**src/rtl/pinpair_pkg.sv**
```systemverilog
package pinpair_pkg;

  localparam int REG_W       = 32;
  localparam int LANE_STRIDE = 8;
  localparam int LANE_W      = 6;

  // Field offsets inside one lane
  localparam int OFS_PUD    = 0;
  localparam int OFS_DIR_WE = 1;
  localparam int OFS_DIR    = 2;
  localparam int OFS_VAL_WE = 3;
  localparam int OFS_VAL    = 4;
  localparam int OFS_IN     = 5;

  typedef struct packed {
    logic pud;
    logic dir;
    logic val;
  } line_state_t;

  // Next state of one line after a write carrying this lane
  function automatic line_state_t apply_write(line_state_t cur, logic [LANE_W-1:0] lane);
    line_state_t nxt;
    nxt     = cur;
    nxt.pud = lane[OFS_PUD];
    if (lane[OFS_DIR_WE]) nxt.dir = lane[OFS_DIR];
    if (lane[OFS_VAL_WE]) nxt.val = lane[OFS_VAL];
    return nxt;
  endfunction

  // Read image of one lane; strobe positions always return zero
  function automatic logic [LANE_W-1:0] lane_image(line_state_t s, logic sampled);
    logic [LANE_W-1:0] img;
    img          = '0;
    img[OFS_PUD] = s.pud;
    img[OFS_DIR] = s.dir;
    img[OFS_VAL] = s.val;
    img[OFS_IN]  = sampled;
    return img;
  endfunction

endpackage

```
**src/rtl/pinpair_bit_sync.sv**
```systemverilog
module pinpair_bit_sync #(
  parameter int   STAGES    = 2,
  parameter logic RESET_VAL = 1'b1
) (
  input  logic clk,
  input  logic rst_n,
  input  logic d,
  output logic q
);
  logic [STAGES-1:0] chain;

  always_ff @(posedge clk or negedge rst_n) begin
    if (!rst_n) chain <= {STAGES{RESET_VAL}};
    else        chain <= {chain[STAGES-2:0], d};
  end

  assign q = chain[STAGES-1];
endmodule

```
**src/rtl/pinpair_line_ctl.sv**
```systemverilog
module pinpair_line_ctl
  import pinpair_pkg::*;
(
  input  logic              clk,
  input  logic              rst_n,
  input  logic              wr_en,
  input  logic [LANE_W-1:0] lane_wr,
  output line_state_t       state,
  output logic              dir_hit,
  output logic              val_hit
);
  line_state_t state_q;

  always_ff @(posedge clk or negedge rst_n) begin
    if (!rst_n)     state_q <= '0;
    else if (wr_en) state_q <= apply_write(state_q, lane_wr);
  end

  assign state   = state_q;
  assign dir_hit = wr_en & lane_wr[OFS_DIR_WE];
  assign val_hit = wr_en & lane_wr[OFS_VAL_WE];
endmodule

```
**src/rtl/pinpair_gpio_reg.sv**
```systemverilog
module pinpair_gpio_reg
  import pinpair_pkg::*;
#(
  parameter int NUM_LINES   = 2,
  parameter int SYNC_STAGES = 2
) (
  input  logic                 clk,
  input  logic                 rst_n,
  input  logic                 wr_en,
  input  logic [REG_W-1:0]     wr_data,
  output logic [REG_W-1:0]     rd_data,
  input  logic [NUM_LINES-1:0] pad_in,
  output logic [NUM_LINES-1:0] pad_oe,
  output logic [NUM_LINES-1:0] pad_out
);
  line_state_t          line_st [NUM_LINES];
  logic [NUM_LINES-1:0] line_dir;
  logic [NUM_LINES-1:0] line_val;
  logic [NUM_LINES-1:0] line_pud;
  logic [NUM_LINES-1:0] sync_in;
  logic [NUM_LINES-1:0] dir_hit;
  logic [NUM_LINES-1:0] val_hit;

  for (genvar i = 0; i < NUM_LINES; i++) begin : g_line
    localparam int BASE = i * LANE_STRIDE;

    pinpair_line_ctl u_ctl (
      .clk     (clk),
      .rst_n   (rst_n),
      .wr_en   (wr_en),
      .lane_wr (wr_data[BASE +: LANE_W]),
      .state   (line_st[i]),
      .dir_hit (dir_hit[i]),
      .val_hit (val_hit[i])
    );

    pinpair_bit_sync #(.STAGES(SYNC_STAGES), .RESET_VAL(1'b1)) u_sync (
      .clk   (clk),
      .rst_n (rst_n),
      .d     (pad_in[i]),
      .q     (sync_in[i])
    );

    assign line_dir[i] = line_st[i].dir;
    assign line_val[i] = line_st[i].val;
    assign line_pud[i] = line_st[i].pud;
  end

  assign pad_oe  = line_dir;
  assign pad_out = line_val;

  always_comb begin
    rd_data = '0;
    for (int i = 0; i < NUM_LINES; i++)
      rd_data[i*LANE_STRIDE +: LANE_W] = lane_image(line_st[i], sync_in[i]);
  end
endmodule

```
**config.mk**
```make
export PLATFORM = sky130hd
export DESIGN_NAME = pinpair_gpio_reg
export DESIGN_NICKNAME = d
export VERILOG_FILES = /design/src/rtl/pinpair_pkg.sv /design/src/rtl/pinpair_bit_sync.sv /design/src/rtl/pinpair_line_ctl.sv /design/src/rtl/pinpair_gpio_reg.sv
export SDC_FILE = /design/constraint.sdc
export NUM_CORES = 1
export LEC_CHECK = 0
export BUFFER_PORTS_ARGS = -buffer_cell sky130_fd_sc_hd__buf_2
export CORE_MARGIN = 5
export CORE_UTILIZATION = 28
export DETAILED_ROUTE_END_ITERATION = 10
export PLACE_DENSITY_LB_ADDON = 0.08
export SKIP_LAST_GASP = 1
export SLEW_MARGIN = 20
export SYNTH_ARGS = -nofsm -noshare
export SYNTH_HDL_FRONTEND = slang
export SYNTH_SLANG_ARGS = --single-unit
```
**constraint.sdc**
```tcl
create_clock -name clk -period 0.8 [get_ports clk]
set_clock_uncertainty 0.05 [all_clocks]
set_input_delay 0.12 -clock clk [delete_from_list [all_inputs] [get_ports clk]]
set_output_delay 0.12 -clock clk [all_outputs]
set_load 0.01 [all_outputs]
```
* Word level (Yosys, flattened, before mapping)
Index checks and enable logic that the tools add are counted.
Word-level totals: register bits after elaboration 10, latch bits 0, RAM bits 0, ROM bits 0, bits of input ports 37, output and inout port bits 36, logic and storage cells 12, memories kept 0
Operators by class: add/sub/neg operators 0, multipliers 0, divide/modulo/power cells 0, magnitude comparators 0, equal/unequal tests 0, shift operators 0, mux-type cells 0, bitwise logic cells 0, reductions and logical operators 4
Operators by type and width (number):
- AND reduction 2 bit | 4

* Logic depth before layout (Yosys ltp)
word-level depth 1, depth in mapped cells 2, depth with buffers taken out 2

* By module
A second synthesis with hierarchy kept.
Unflattened totals: cells, all modules 49, area total of the unflattened synthesis 586.8 µm²
By module, submodules not included:
- pinpair_line_ctl | instances 2, cells each 8, area an instance 133.9 µm², sequential area each 75.1 µm²
- pinpair_gpio_reg | instances 1, cells each 29, area an instance 214.0 µm², sequential area each 0.0 µm²
- pinpair_bit_sync | instances 2, cells each 2, area an instance 52.6 µm², sequential area each 52.6 µm²

* Worst setup path after synthesis
Ideal clock, no wire load.
path type flip-flop to flip-flop, start point reg g_line[0].u_ctl.state[0] (netlist name), end point reg g_line[0].u_ctl.state_q, in the netlist g_line[0].u_ctl.state[0], library setup time 0.125 ns, arrival time 0.657 ns, data required time 0.625 ns, setup slack -0.032 ns, cell stages (with the launch flop) 2, buffers on the path 0, cells stage by stage dfrtp_1 mux2_4
RTL lines:
- end signal, assigned | RTL line pinpair_line_ctl.sv:16 | else if (wr_en) state_q <= apply_write(state_q, lane_wr);
- end, declared | RTL line pinpair_line_ctl.sv:12 | line_state_t state_q;

* Worst setup path after layout
start point reg g_line[0].u_sync.chain[1], end point out rd_data[5]
RTL lines:
- start, declared | RTL line pinpair_bit_sync.sv:10 | logic [STAGES-1:0] chain;
- start signal, assigned | RTL line pinpair_bit_sync.sv:13 | if (!rst_n) chain <= {STAGES{RESET_VAL}};
- start signal, assigned | RTL line pinpair_bit_sync.sv:14 | else chain <= {chain[STAGES-2:0], d};
- end, declared | RTL line pinpair_gpio_reg.sv:11 | output logic [REG_W-1:0] rd_data,
No word-level cell between the ends.

==> impl_metrics.tcl <==
set metrics [dict create \
    path_buf_inv 1 \
    cp-start-kind "flip-flop" \
    antennaDiodeCount 0 \
    multi_input_area_sq_um 188 \
    fmax_ghz 0.953 \
    core_area_sq_um 1960 \
    port_buffers 26 \
    violations "setup timing" \
    io-pin-count 73 \
    die-area_sq_um 3090 \
    crit_family "flip-flops" \
    synthSimpleGateAreaFrac_pct 2.58 \
    worstPathArrival_ns 0.88 \
    clockBufferDepth 2 \
    synth.avg_cell_area_sq_um 11.4 \
    setup_viol 16 \
    synth_fa_ha_area_share_pct 0 \
    avgRoutedWirePerCell_um 9.16 \
    gp_congestion 0.577 \
    die-height_um 55.6 \
    htree_levels 1 \
    synth_area_sq_um 582 \
    grt_pass1_wl_um 1590 \
    path_class "reg2out" \
    drtIter0Drc 3 \
    yosysWarningCount 0 \
    fin_nets 118 \
    drv_slew 0 \
    hold_viol_final 0 \
    gr-total-overflow 0 \
    status "finished with violations" \
    cp_slowest_cell "dfstp_2" \
    total_power_mw 1.39 \
    synthCells 51 \
    wirelength_um 980 \
    p_leak_nw 0.401 \
    setup_slack_ns -0.249 \
    via_count 344 \
    area_growth_syn_to_layout_pct 23.7 \
    dp_cells 97 \
    grt.total_usage_pct 6.64 \
    hpwl_um 800 \
    reg2reg_slack_ns -0.12 \
    numCtsBuffers 3 \
    worstPathRequired_ns 0.63 \
    synth_top_family_by_area "buffers and inverters" \
    fin_crit_ns 1.05 \
    grt_antenna_before_repair 0 \
    power.density_nw_per_um2 1930 \
    grt_pass1_vias 389 \
    fin_tns_setup_ns -2.54 \
    period_share_pct 131 \
    post-route-drc-count 0 \
    ys_ff_latch 10 \
    clk_pin_slew_worst_paths_ns 0.07 \
    rows 16 \
    crit_chain "buf_6" \
    grt_max_degree 11 \
    first_pass_iters 2 \
    slowest_delay_ns 0.53 \
    drive_above_1_share_pct 53.8 \
    cts_root_buf "clkbuf_4" \
    clock-sinks 10 \
    end_kind "primary output" \
    fin_cells 107 \
    max-cap-violations 0 \
    vdd_ir_drop_max_uv 1110 \
    synth_xor_xnor_area_share_pct 0 \
    grt_setup_unrepaired "true" \
    die_width_um 55.6 \
    crit_path_max_fanout 1 \
    fillers 203 \
    viasPerCell 3.21 \
    synth-seq-area-share_pct 43.9 \
    synthDistinctLibCells 7 \
    clk_latency_ns 0.26 \
    postRouteAntennaNets 0 \
    synth.area.mux_share_pct 14.2 \
    cts_tree "done" \
    hp-class "in2reg" \
    seqCellArea_sq_um 255 \
    synth_compound_gate_area_share_pct 0 \
    initial_core_util_pct 29.7 \
]
cell usage in the layout, fill, tap and decap left out, drive strengths merged:
master	n
clkbuf	4
dfrtp	6
mux2	6
dfstp	4
conb	24
buf	29
dlygate4sd3	3
nand2	4
final cells by class:
type                            instances  share of cell area [%]
Sequential cell                        10                    35.5
Timing Repair Buffer                   32                    28.7
Multi-Input combinational cell         34                    26.1
Clock buffer                            4                    5.04
Tap cell                               27                    4.70
path summary, 6_finish.rpt:
kind,start,endpoint,cells after the start
min,wr_data[10],g_line[1].u_ctl.state[1]$_DFFE_PN0P_,2
max in group asynchronous,rst_n,g_line[0].u_sync.chain[1]$_DFF_PN1_,2
min in group asynchronous,rst_n,g_line[1].u_ctl.state[2]$_DFFE_PN0P_,2
max reg2reg,g_line[1].u_ctl.state[1]$_DFFE_PN0P_,g_line[1].u_ctl.state[1]$_DFFE_PN0P_,2
min reg2reg,g_line[1].u_sync.chain[0]$_DFF_PN1_,g_line[1].u_sync.chain[1]$_DFF_PN1_,0
max,g_line[0].u_sync.chain[1]$_DFF_PN1_,rd_data[5],1
repair_timing:
action / 4_1_cts / 5_1_grt
resized for setup: 3 / 2
endpoints found under the setup margin: 16 / 18
gates cloned: 0 / 0
endpoints found under the hold margin: 12 / 0
hold buffers: 3 / 0
buffers inserted: 3 / 0
synthesized netlist by cell type:
cell type,count,area [sq um]
buf_4,30,225
dfrtp_1,6,150
dfstp_2,4,105
mux2_4,4,60.1
nand2_1,4,15.0
mux2_2,2,22.5
conb_1,1,3.75
layer usage:
metal / vias up / share of wire (%) / GRT usage, %
met2: 31 / 48 / 11.0
met3: 0 / 19 / 3.48
met1: 150 / 32 / 6.47
met4: 0 / 0 / 4.17
met5: - / 0 / 0
li1: 163 / - / -
flip-flops by register name (all words and copies together) (netlist names):
name,count
g_line.u_ctl.state,6
g_line.u_sync.chain,4
report_power, final:
group | internal [mW] | switching, mW | leakage, nW
clock | 0.276 | 0.177 | 0.0210
combinational | 0.180 | 0.161 | 0.268
sequential | 0.564 | 0.0316 | 0.112
cell families after synthesis:
kind of cell | count (synthesis)
and+or+nand+nor | 4
buffers and inverters | 30
DFF | 10
other | 1
muxes | 6
through the flow:
step	instance area [sq um]	utilization, %	worst slack (ns)	hold WS (ns)
after CTS	712	36.3	-0.266	0.0222
after detailed placement	607	30.9	-0.0363	-0.0566
after global placement	607	30.9	-0.0265	-0.0511
after global routing	719	36.7	-0.291	0.0217
after floorplan	668	-	-0.0321	-0.226
final	719	36.7	-0.249	0.0339
No activity file was read; power rests on OpenSTA's default activity.
